**src/rtl/gauge_flag_pkg.sv**
```systemverilog
package gauge_flag_pkg;
  localparam int FLAG_W    = 8;
  localparam int B_CHG     = 7;
  localparam int B_IDLE    = 6;
  localparam int B_TAPER   = 5;
  localparam int B_CAPINAC = 4;
  localparam int B_RSVD    = 3;
  localparam int B_VALDIS  = 2;
  localparam int B_EOD1    = 1;
  localparam int B_EODF    = 0;
  localparam logic [FLAG_W-1:0] FLAGS_RESET = 8'h10;

  typedef struct packed {
    logic fullClr;
    logic partClr;
    logic loadMeas;
    logic setValDis;
    logic clrValDis;
    logic capUpd;
  } flagStrobe_t;
endpackage

```
**src/rtl/gauge_flag_dp.sv**
```systemverilog
module gauge_flag_dp
  import gauge_flag_pkg::*;
#(
  parameter int CUR_W  = 8,
  parameter int VOLT_W = 8,
  parameter int CAP_W  = 8
) (
  input  logic                    clk,
  input  logic                    rst_n,
  input  flagStrobe_t             strobe,
  input  logic signed [CUR_W-1:0] avgCurrent,
  input  logic [VOLT_W-1:0]       battVolt,
  input  logic [CAP_W-1:0]        remCap,
  input  logic [CAP_W-1:0]        learnedCap,
  input  logic [CUR_W-1:0]        idleThresh,
  input  logic [CUR_W-1:0]        taperThresh,
  input  logic [VOLT_W-1:0]       taperVolt,
  input  logic [VOLT_W-1:0]       edv1Volt,
  input  logic [CAP_W-1:0]        emptyCap,
  input  logic                    hostRdEn,
  output logic [FLAG_W-1:0]       flags,
  output logic [FLAG_W-1:0]       hostRdData,
  output logic                    eod1Next
);
  localparam int MAG_W = CUR_W + 1;
  localparam int FRAC_SHIFT = 4;

  logic signed [MAG_W-1:0] curExt;
  logic [MAG_W-1:0]        curMag;
  logic                    charging;
  logic                    idleNext;
  logic                    taperNext;
  logic                    eodfNext;
  logic [CAP_W-1:0]        lowCapLimit;

  always_comb begin
    curExt      = {avgCurrent[CUR_W-1], avgCurrent};
    curMag      = curExt[MAG_W-1] ? $unsigned(-curExt) : $unsigned(curExt);
    charging    = !avgCurrent[CUR_W-1] && (avgCurrent != '0);
    idleNext    = curMag < {1'b0, idleThresh};
    taperNext   = charging && ($unsigned(avgCurrent) < taperThresh) && (battVolt >= taperVolt);
    lowCapLimit = learnedCap >> FRAC_SHIFT;
    eod1Next    = !charging && (battVolt <= edv1Volt) && (remCap <= lowCapLimit);
    eodfNext    = !charging && (remCap <= emptyCap);
  end

  always_ff @(posedge clk or negedge rst_n) begin
    if (!rst_n) begin
      flags <= FLAGS_RESET;
    end else if (strobe.fullClr) begin
      flags <= FLAGS_RESET;
    end else if (strobe.partClr) begin
      flags <= flags & FLAGS_RESET;
    end else begin
      if (strobe.loadMeas) begin
        flags[B_CHG]   <= charging;
        flags[B_IDLE]  <= idleNext;
        flags[B_TAPER] <= taperNext;
        flags[B_EOD1]  <= eod1Next;
        flags[B_EODF]  <= eodfNext;
      end
      if (strobe.setValDis) flags[B_VALDIS] <= 1'b1;
      if (strobe.clrValDis) flags[B_VALDIS] <= 1'b0;
      if (strobe.capUpd)    flags[B_CAPINAC] <= 1'b0;
    end
  end

  always_ff @(posedge clk or negedge rst_n) begin
    if (!rst_n) hostRdData <= '0;
    else if (hostRdEn) hostRdData <= flags;
  end
endmodule

```
**src/rtl/gauge_flag_ctrl.sv**
```systemverilog
module gauge_flag_ctrl
  import gauge_flag_pkg::*;
(
  input  logic        clk,
  input  logic        rst_n,
  input  logic        sampleValid,
  input  logic        qualifyStrobe,
  input  logic        disqualifyStrobe,
  input  logic        fullResetReq,
  input  logic        partialResetReq,
  input  logic        eod1Next,
  input  logic        eod1Now,
  input  logic        valDisNow,
  output flagStrobe_t strobe,
  output logic        capUpdate
);
  logic anyReset;

  always_comb begin
    anyReset         = fullResetReq || partialResetReq;
    strobe.fullClr   = fullResetReq;
    strobe.partClr   = partialResetReq && !fullResetReq;
    strobe.loadMeas  = sampleValid && !anyReset;
    strobe.capUpd    = strobe.loadMeas && eod1Next && !eod1Now && valDisNow;
    strobe.setValDis = qualifyStrobe && !anyReset;
    strobe.clrValDis = (disqualifyStrobe || strobe.capUpd) && !anyReset;
  end

  always_ff @(posedge clk or negedge rst_n) begin
    if (!rst_n) capUpdate <= 1'b0;
    else capUpdate <= strobe.capUpd;
  end
endmodule

```
**src/rtl/gauge_flag_reg.sv**
```systemverilog
module gauge_flag_reg
  import gauge_flag_pkg::*;
#(
  parameter int CUR_W  = 8,
  parameter int VOLT_W = 8,
  parameter int CAP_W  = 8
) (
  input  logic                    clk,
  input  logic                    rst_n,
  input  logic                    sampleValid,
  input  logic signed [CUR_W-1:0] avgCurrent,
  input  logic [VOLT_W-1:0]       battVolt,
  input  logic [CAP_W-1:0]        remCap,
  input  logic [CAP_W-1:0]        learnedCap,
  input  logic [CUR_W-1:0]        idleThresh,
  input  logic [CUR_W-1:0]        taperThresh,
  input  logic [VOLT_W-1:0]       taperVolt,
  input  logic [VOLT_W-1:0]       edv1Volt,
  input  logic [CAP_W-1:0]        emptyCap,
  input  logic                    qualifyStrobe,
  input  logic                    disqualifyStrobe,
  input  logic                    fullResetReq,
  input  logic                    partialResetReq,
  input  logic                    hostRdEn,
  input  logic                    hostWrEn,
  input  logic [7:0]              hostWrData,
  output logic [7:0]              statusFlags,
  output logic [7:0]              hostRdData,
  output logic                    capUpdate
);
  flagStrobe_t strobe;
  logic        eod1Next;

  gauge_flag_ctrl ctrl_i (
    .clk              (clk),
    .rst_n            (rst_n),
    .sampleValid      (sampleValid),
    .qualifyStrobe    (qualifyStrobe),
    .disqualifyStrobe (disqualifyStrobe),
    .fullResetReq     (fullResetReq),
    .partialResetReq  (partialResetReq),
    .eod1Next         (eod1Next),
    .eod1Now          (statusFlags[B_EOD1]),
    .valDisNow        (statusFlags[B_VALDIS]),
    .strobe           (strobe),
    .capUpdate        (capUpdate)
  );

  gauge_flag_dp #(.CUR_W(CUR_W), .VOLT_W(VOLT_W), .CAP_W(CAP_W)) dp_i (
    .clk         (clk),
    .rst_n       (rst_n),
    .strobe      (strobe),
    .avgCurrent  (avgCurrent),
    .battVolt    (battVolt),
    .remCap      (remCap),
    .learnedCap  (learnedCap),
    .idleThresh  (idleThresh),
    .taperThresh (taperThresh),
    .taperVolt   (taperVolt),
    .edv1Volt    (edv1Volt),
    .emptyCap    (emptyCap),
    .hostRdEn    (hostRdEn),
    .flags       (statusFlags),
    .hostRdData  (hostRdData),
    .eod1Next    (eod1Next)
  );
endmodule

```
**config.mk**
```make
export PLATFORM = sky130hd
export DESIGN_NAME = gauge_flag_reg
export DESIGN_NICKNAME = d
export VERILOG_FILES = /design/src/rtl/gauge_flag_pkg.sv /design/src/rtl/gauge_flag_dp.sv /design/src/rtl/gauge_flag_ctrl.sv /design/src/rtl/gauge_flag_reg.sv
export SDC_FILE = /design/constraint.sdc
export NUM_CORES = 1
export LEC_CHECK = 0
export BUFFER_PORTS_ARGS = -buffer_cell sky130_fd_sc_hd__buf_2
export CELL_PAD_IN_SITES_DETAIL_PLACEMENT = 1
export CELL_PAD_IN_SITES_GLOBAL_PLACEMENT = 1
export CORE_MARGIN = 2
export CORE_UTILIZATION = 23
export CTS_BUF_LIST = sky130_fd_sc_hd__clkbuf_8
export CTS_CLUSTER_DIAMETER = 30
export CTS_CLUSTER_SIZE = 25
export DETAILED_ROUTE_END_ITERATION = 10
export PLACE_DENSITY_LB_ADDON = 0.08
export SLEW_MARGIN = 40
export SYNTH_ARGS = -nofsm -noshare
export SYNTH_HDL_FRONTEND = slang
export SYNTH_HIERARCHICAL = 1
export SYNTH_SLANG_ARGS = --single-unit
```
**constraint.sdc**
```tcl
create_clock -name clk -period 1.7 [get_ports clk]
set_clock_uncertainty 0.15 [all_clocks]
set_input_delay 0.17 -clock clk [delete_from_list [all_inputs] [get_ports clk]]
set_output_delay 0.17 -clock clk [all_outputs]
set_load 0.01 [all_outputs]
```
Word level (Yosys, flattened, before mapping):

Index checks and enable logic that the tools add are counted.

* $lt $le $gt $ge: 6
* bitwise operators: 0
* shift operators: 0
* divide/modulo/power cells: 0
* reductions and logical operators: 26
* multiply operators: 0
* muxes and demuxes: 10
* add/subtract/negate cells: 1
* eq/ne operators: 1

Operator list (number)
* less-or-equal comparator 8 bit: 2
* logical AND 1 bit: 13
* < comparator 9 x 8 -> 1 bit: 1
* two-way mux 9 bit: 1
* negation 8 -> 9 bit: 1
* greater-or-equal comparator 8 bit: 1
* less-or-equal comparator 8 x 4 -> 1 bit: 1
* < comparator 8 bit: 1
* two-way mux 8 bit: 1
* nonzero test 8 bit: 1
* two-way mux 3 bit: 2
* logical NOT 1 bit: 5
* two-way mux 1 bit: 4
* two-way mux 4 bit: 1
* nonzero test 2 bit: 2
* nonzero test 4 bit: 1
* nonzero test 3 bit: 1
* logical OR 1 bit: 2
* two-way mux 2 bit: 1
* inequality test 2 bit, second input constant: 1
* AND reduction 2 bit: 1

* bits in read-only memories: 0
* latch bits: 0
* bits in writable memories: 0
* register bits after elaboration: 17
* word-level logic and storage cells: 50
* memories kept: 0
* output and inout port bits: 17

Logic depth before layout (Yosys ltp):

Gate-level depths: netlist of the first run.

* depth in word-level cells: 13
* depth in mapped cells: 11
* mapped depth without buffers: 11

Hierarchy:

Netlist of the first run, hierarchy kept.

Modules (own cells, without submodules)
* gauge_flag_dp: seq. area each 351.6 um2, cells an instance 213, area each 1786.7 um2, times used 1
* gauge_flag_ctrl: seq. area each 25.0 um2, cells an instance 10, area each 80.1 um2, times used 1

Worst setup path before layout of the first run:

No wires, ideal clock.

* path type: input to register
* start: input port edv1Volt[1]
* end: register dp_i.flags[4]
* buffers on the path: 0
* data required time: 1473 ps
* stages: 11
* library setup time: 77 ps
* path slack: -112 ps
* arrival time: 1585 ps
* path through: inv_1 > ha_1 > nor2b_1 > o211ai_1 > a21oi_1 > o22ai_1 > and2_1 > nand4b_1 > nor3_1 > nand2b_1 > a21o_1

RTL lines
* start: declaration: RTL line gauge_flag_reg.sv:18 `input logic [VOLT_W-1:0] edv1Volt,`
* end signal: assignment: RTL line gauge_flag_dp.sv:53 `flags <= flags & FLAGS_RESET;`
* end signal: indexed assignment: RTL line gauge_flag_dp.sv:56 `flags[B_CHG] <= charging;`
* end signal: indexed assignment: RTL line gauge_flag_dp.sv:57 `flags[B_IDLE] <= idleNext;`
* end: declaration: RTL line gauge_flag_dp.sv:21 `output logic [FLAG_W-1:0] flags,`

==> results of run 1 <==
-- metrics by stage --
stage | TNS (ns) | total power [mW] | instance area [sq um]
6_report | 0 | 1.23 | 3060
5_1_grt | -0.116 | 1.35 | 3060
4_1_cts | -0.0859 | 1.17 | 2770
3_5_place_dp | -1.10 | 0.854 | 2640
3_3_place_gp | -0.928 | 0.847 | 2640
2_1_floorplan | -0.0778 | 0.625 | 1880
-- worst min path at each step --
stage	endpoint	slack, ns	cells past startpoint
finish	ctrl_i/capUpdate$_DFF_PN0_	0.04	2
global route	ctrl_i/capUpdate$_DFF_PN0_	0.05	2
CTS	ctrl_i/capUpdate$_DFF_PN0_	0.03	2
detailed placement	dp_i/hostRdData[2]$_DFFE_PN0P_	-0.05	1
global placement	dp_i/hostRdData[1]$_DFFE_PN0P_	-0.05	1
floorplan	ctrl_i/capUpdate$_DFF_PN0_	-0.28	0
-- final cells by class --
class	instances	area share [%]
multi-input combinational	157	48.8
timing repair buffer	129	27.6
sequential	15	12.3
inverter	46	5.72
tap	102	4.17
clock buffer	3	1.35
clock inverter	1	0.123
-- timing repair --
action                     in CTS  in global routing
gates resized for setup        13                 52
hold endpoints to repair       16                  0
pin swaps                      12                 26
hold buffers                    2                  0
setup buffers                   1                  6
setup endpoints to repair       2                  4
-- metal layers --
| layer | up-vias | track usage [%] | wire, um |
|---|---|---|---|
| met4 | 0 | 2.54 | 10 |
| met5 | - | 0 | 0 |
| met3 | 2 | 1.77 | 295 |
| li1 | 1015 | - | - |
| met2 | 53 | 20.8 | 2670 |
| met1 | 908 | 16.6 | 2460 |
-- kinds of logic after synthesis --
group / after synthesis / share of synthesized area, %
and+or+nand+nor: 51 / 14.7
AOI/OAI and AO/OA: 47 / 16.9
buffers and inverters: 52 / 11.6
DFF: 15 / 20.2
xor gates and xnor gates: 5 / 2.35
adders and majority gates: 43 / 28.8
other: 1 / 0.201
muxes: 9 / 5.30
-- power by group through the flow --
stage	clock network (mW)	registers (mW)	logic, mW
4_1_cts	0.293	0.371	0.507
2_1_floorplan	0	0.380	0.245
5_1_grt	0.308	0.372	0.669
6_report	0.279	0.371	0.585
3_5_place_dp	0	0.377	0.477
3_3_place_gp	0	0.377	0.471
-- state kept, by name, summed over array words and instances (netlist names) --
register and flops:
dp_i/hostRdData 7, dp_i/flags 7, ctrl_i/capUpdate 1
-- synth_stat cells (all sizes together), types with 2 or more instances --
library cell / number
o31ai: 3
a211oi: 2
o21ai: 10
inv: 46
mux2i: 2
nor4b: 2
xnor2: 5
ha: 43
nor3: 4
nand2b: 5
mux2: 7
nand3: 2
a21oi: 15
nor2b: 4
nand2: 12
nand4: 6
a21o: 7
dfrtp: 14
nand4b: 2
and2: 4
nor2: 8
clkbuf: 3
a31oi: 2
buf: 3
==> impl_metrics.toml, run 1 <==
[synthesis]
netlist_instances = 223
yosys-top-cells-area = "sky130_fd_sc_hd__ha_1 (29%), sky130_fd_sc_hd__dfrtp_1 (19%), sky130_fd_sc_hd__inv_1 (9.2%)"
postSynth.topFlopCell = "sky130_fd_sc_hd__dfrtp_1"
ys_ff_latch = 15
post_synth_instance_area_sq_mm = 0.00187
postSynth.asyncResetShare_pct = 100
syn_area_per_cell_sq_um = 8.37
synth.lib_cells_used.distinct = 40
synth.yosys.seq_area_share_pct = 20.2
synth_enable_flop_cells = 0
synth_top_area_share_pct = 28.8
yosysWarnings = 6
synth_area_leader_cell = "sky130_fd_sc_hd__ha_1"

[timing]
finalSetupViolCount = 0
setup_repair_after_global_routing_missed_its_margin = "true"
hold_slack_ns = 0.0420
timing.final.ws_setup_ns = 0.0191
max_freq_mhz = 595
fin_crit_ns = 1.68
hold_violations = 0
slew_viol_final = 0
fin_crit_sh_pct = 98.9

[layout]
final_common_cell = "sky130_fd_sc_hd__buf_2"
final_layout_size_suffix_gt1_share_pct = 50.1
insertedDiodeCount = 0
nNetsFinal = 484
seqCellArea_sq_um = 377
layout.core_utilization_pct = 39.2
final_cell_mix = "sky130_fd_sc_hd__buf_2 (76), sky130_fd_sc_hd__inv_1 (39), sky130_fd_sc_hd__buf_4 (37), sky130_fd_sc_hd__ha_1 (33), sky130_fd_sc_hd__dfrtp_1 (14)"
stdcell_count = 453
multiInputGateArea_sq_mm = 0.00149
filler_cell_count = 977
syn2layout_area_growth_pct = 63.9

[pwr]
total_switching_power_mw = 0.389
power.sequential.fraction_pct = 30.0
power.density_cell_area_mw_per_mm2 = 403
netSwitchingFraction_pct = 31.5
power_report.internal_total_mw = 0.845
cellLeakagePower_nw = 1.67
clkPwrFrac_pct = 22.6
ir_drop_v = 0.000180
p_comb_share_pct = 47.4

[setup_path]
number_of_stages_on_the_worst_setup_path = 8
crit_start = "remCap[5]"
crit-reg2reg-capture = "dp_i/flags[5]$_DFFE_PN0P_"
max_fanout_on_critical_path = 2
reg2regPathDepth = 4
cpLargestDelayFamily = "simple AND/OR/NAND/NOR gates"
crit_path_cell_trace = "buf_6 > or4_4 > a211oi_4 > and2_1 > nand4b_1 > nor3_2 > nand2b_1 > a21o_1"
critical_path.endpoint_type = "flop"
crit_arrival_ns = 1.71
cp-start-kind = "primary input"
endpoint = "dp_i/flags[4]$_DFFE_PN1P_"
critical_path_buf_inv_count = 1
r2r-start = "dp_i/flags[5]$_DFFE_PN0P_"
cp_slowest_stage_delay_ns = 0.54
critical_path_start_end_classification = "primary input to flop"
worst_ep_required_time_ns = 1.73
critPathSlowestCell = "sky130_fd_sc_hd__or4_4"
r2r_setup_slack_ns = 0.34

[floorplan]
fp.dieArea_sq_mm = 0.00885
initial_core_utilization_pct = 23.9
io_pins = 106
dieHeight_um = 94.1
die_x_um = 94.1
fp.coreArea_sq_mm = 0.00781
fp-row-count = 32

[worst_hold_path]
min-delay-start = "fullResetReq"
hold_class = "primary input to flop"

[clocking]
ctsHtreeMaxLevel = 1
cts_sinks = 15
cts_root_buffer = "sky130_fd_sc_hd__clkbuf_8"
cts_max_path_buffers = 2
cts_tree = "built"
worst_path_clk_slew_ns = 0.06
clk_latency_ns = 0.24
tritoncts.num_buffers = 3

[global_routing]
grt_overflow = 0
maximum_number_of_pins_on_one_net_before_global_route_repair = 16
first_global_vias = 2002
grt_first_pass_wirelength_mm = 8.90
grt_use_total_pct = 12.3
antenna_found_initial = 0

[drt]
routed_wl_mm = 5.44
detail-route-antenna-nets = 0
drcViolationCount = 0
routed-via-count = 1978
wl_per_cell_um = 12.0
route.detailed.vias_per_inst = 4.37
detailedRoute.firstIterationViolations = 20
first_pass_iters = 4

[placed_design]
dp.cells = 440
finalWeightedCongestion = 0.711
post-dp-hpwl_mm = 4.58
port-buffer-count = 90
pre_cts_slack_ns = -0.386

[outcome]
status = "completed"

[job]
drv.max_cap_violation_count = 0
(Power assumes the default switching activity.)
==> run 2: changes to the inputs <==
MAX_ROUTING_LAYER = met4   (was not set)
PLACE_DENSITY_LB_ADDON = 0.25   (was 0.08)
SYNTH_HIERARCHICAL = not set   (was 1)
==> run 2 against run 1 <==
Clock-buffer cell count unchanged. Combinational power decreased by 14%. Wire length decreased by 3.2%. Critical path depth increased by 2. Non-clock buffer count decreased by 5. Sequential power about the same. Clock power increased by 3%. Global-route usage increased by 0.35 points. Worst setup slack improved by 0.029 ns. Maximum frequency increased by 1.7%. Synthesized cell count decreased by 1.8%. Critical path type unchanged. Critical endpoint is now dp_i.flags[6]$_DFFE_PN0P_. Largest power group unchanged.
==> impl_metrics.toml, run 2 <==
[outcome]
status = "completed"

[global_routing]
antenna_found_initial = 0
grt_first_pass_wirelength_mm = 8.84
first_global_vias = 2066
maximum_number_of_pins_on_one_net_before_global_route_repair = 16
grt_use_total_pct = 12.7
grt_overflow = 0

[synthesis]
yosys-top-cells-area = "sky130_fd_sc_hd__ha_1 (29%), sky130_fd_sc_hd__dfrtp_1 (19%), sky130_fd_sc_hd__inv_1 (9.0%)"
ys_ff_latch = 15
netlist_top_cells_count = "sky130_fd_sc_hd__inv_1 (44), sky130_fd_sc_hd__ha_1 (43), sky130_fd_sc_hd__dfrtp_1 (14), sky130_fd_sc_hd__nand2_1 (14), sky130_fd_sc_hd__o21ai_0 (13)"
post_synth_instance_area_sq_mm = 0.00184
postSynth.topFlopCell = "sky130_fd_sc_hd__dfrtp_1"
post-synth-top-count-cell = "sky130_fd_sc_hd__inv_1"
postSynth.asyncResetShare_pct = 100
yosysWarnings = 0
netlist_instances = 219
synth_enable_flop_cells = 0
synth.lib_cells_used.distinct = 39
synth_area_leader_cell = "sky130_fd_sc_hd__ha_1"
syn_area_per_cell_sq_um = 8.41
synth.yosys.seq_area_share_pct = 20.4
synth_top_area_share_pct = 29.2

[drt]
detail-route-antenna-nets = 0
routed-via-count = 1924
route.detailed.vias_per_inst = 4.33
wl_per_cell_um = 11.9
first_pass_iters = 2
routed_wl_mm = 5.27
drcViolationCount = 0
detailedRoute.firstIterationViolations = 63

[floorplan]
dieHeight_um = 93.5
fp.coreArea_sq_mm = 0.00773
fp.dieArea_sq_mm = 0.00874
die_x_um = 93.5
io_pins = 106
initial_core_utilization_pct = 23.8
fp-row-count = 32

[placed_design]
post-dp-hpwl_mm = 4.64
finalWeightedCongestion = 0.758
port-buffer-count = 90
dp.cells = 436

[timing]
tns_ns = 0
fin_crit_sh_pct = 97.2
max_freq_mhz = 605
hold_violations = 0
fin_crit_ns = 1.65
setup_repair_after_global_routing_missed_its_margin = "true"
finalSetupViolCount = 0
slew_viol_final = 0

[layout]
filler_cell_count = 954
final_common_cell = "sky130_fd_sc_hd__buf_2"
final_cell_mix = "sky130_fd_sc_hd__buf_2 (90), sky130_fd_sc_hd__inv_1 (44), sky130_fd_sc_hd__ha_1 (41), sky130_fd_sc_hd__buf_4 (30)"
insertedDiodeCount = 0
layout.core_utilization_pct = 35.4
multiInputGateArea_sq_mm = 0.00131
reg_top3 = "dp_i.flags (7), dp_i.hostRdData (7), ctrl_i.capUpdate (1)"
final_layout_size_suffix_gt1_share_pct = 42.4
stdcell_count = 444
seqCellArea_sq_um = 377
syn2layout_area_growth_pct = 48.6
nNetsFinal = 475

[setup_path]
max_fanout_on_critical_path = 3
worst_ep_required_time_ns = 1.74
critical_path_start_end_classification = "primary input to flop"
critical_path.endpoint_type = "flop"
r2r-start = "dp_i.flags[1]$_DFFE_PN0P_"
r2r_setup_slack_ns = 0.41
cp-start-kind = "primary input"
crit-reg2reg-capture = "dp_i.flags[2]$_DFFE_PN0P_"
crit_arrival_ns = 1.69
reg2regPathDepth = 3

[worst_hold_path]
hold_path_end = "dp_i.flags[4]$_DFFE_PN1P_"
hold_class = "primary input to flop"
timing.hold.worst_path_depth = 3
min-delay-start = "fullResetReq"

[clocking]
post-cts-setup-buffer-count = 0
ctsHtreeMaxLevel = 1
cts_tree = "built"
cts_max_path_buffers = 2
cts_root_buffer = "sky130_fd_sc_hd__clkbuf_8"
tritoncts.num_buffers = 3
cts_sinks = 15
clk_latency_ns = 0.24
worst_path_clk_slew_ns = 0.06

[pwr]
ir_drop_v = 0.000159
power.density_cell_area_mw_per_mm2 = 426
cellLeakagePower_nw = 1.58

[job]
drv.max_cap_violation_count = 0
[run 2: changes by cell type after synthesis, sizes merged, moves of 2 or more]
cell and delta:
and4b +2, and2 -4, o21ai +3, nor4 +2, or3 +2, nand4b -2, inv -2, nand2 +2
nor4b -2, nor2 +2, o21a +2, a21o -4, a21oi -3
[run 2: area by class of cell]
type / count / area share (%)
multi-input cells: 155 / 47.7
repair buffers: 124 / 26.1
flip-flops and latches: 15 / 13.8
inverters: 44 / 6.03
well taps: 102 / 4.66
clock buffers: 3 / 1.51
clock inverters: 1 / 0.183
[run 2: repair_timing]
| item | 4_1_cts | 5_1_grt |
|---|---|---|
| hold buffers | 4 | 0 |
| pin swaps | 1 | 3 |
| resized for setup | 1 | 9 |
| endpoints found under the setup margin | 1 | 5 |
| endpoints found under the hold margin | 17 | 0 |
[run 2: cells by family (layout without fill, tap and decap cells)]
logic type                 count (synthesis)  in the layout  synth area share, %
AOI/OAI and AO/OA                         43             43                 14.7
xor gates and xnor gates                   5              5                 2.38
adders and majority gates                 43             43                 29.2
buffers and inverters                     50            172                 11.0
DFF                                       15             15                 20.4
muxes                                      8              8                 4.82
other                                      1              2                0.204
and+or+nand+nor                           54             54                 17.2
[run 2: worst max-delay path by stage]
stage / start / end / slack (ns) / cells past startpoint
after floorplan: avgCurrent[4] / dp_i.flags[6]$_DFFE_PN0P_ / -0.008 / 9
after global placement: avgCurrent[4] / dp_i.flags[6]$_DFFE_PN0P_ / -0.22 / 10
after detailed placement: avgCurrent[4] / dp_i.flags[6]$_DFFE_PN0P_ / -0.27 / 10
after CTS: avgCurrent[3] / dp_i.flags[6]$_DFFE_PN0P_ / 0.01 / 10
after global routing: avgCurrent[5] / dp_i.flags[6]$_DFFE_PN0P_ / -0.03 / 10
final: avgCurrent[5] / dp_i.flags[6]$_DFFE_PN0P_ / 0.05 / 10
[run 2: routing by layer]
layer	part of all wire (%)	wire length (um)	vias to the layer above	global-route usage, %
met1	44	2340	872	16.0
met4	0.76	40	0	2.57
li1	-	-	996	-
met5	0	0	-	-
met3	5.6	294	4	0.967
met2	49	2590	52	22.2
[run 2: where the power goes]
part	switching (mW)	internal [mW]	total (mW)	leakage [nW]
Clock	0.125	0.162	0.288	0.0255
Sequential	0.00665	0.367	0.374	0.198
Combinational	0.240	0.266	0.506	1.35
Total	0.372	0.795	1.17	1.58
[run 2: critical path, cell delays in order]
cell and delay [ns]:
sky130_fd_sc_hd__buf_2 0.12, sky130_fd_sc_hd__nor4_4 0.32, sky130_fd_sc_hd__nand2_1 0.08, sky130_fd_sc_hd__nand2_1 0.09, sky130_fd_sc_hd__xnor2_1 0.07, sky130_fd_sc_hd__ha_2 0.18
sky130_fd_sc_hd__or3_4 0.38, sky130_fd_sc_hd__a211oi_2 0.13, sky130_fd_sc_hd__o21ai_1 0.09, sky130_fd_sc_hd__nand2_1 0.06
[run 2: per-stage QoR]
| stage | worst slack (ns) | power (mW) | hold slack [ns] | cell area (sq um) |
|---|---|---|---|---|
| global route | -0.0256 | 1.27 | 0.0748 | 2740 |
| CTS | 0.0113 | 1.17 | 0.0511 | 2700 |
| global placement | -0.221 | 0.856 | -0.0530 | 2610 |
| floorplan | -0.00799 | 0.625 | -0.276 | 1850 |
| finish | 0.0477 | 1.17 | 0.0534 | 2740 |
| detailed placement | -0.267 | 0.868 | -0.0466 | 2610 |
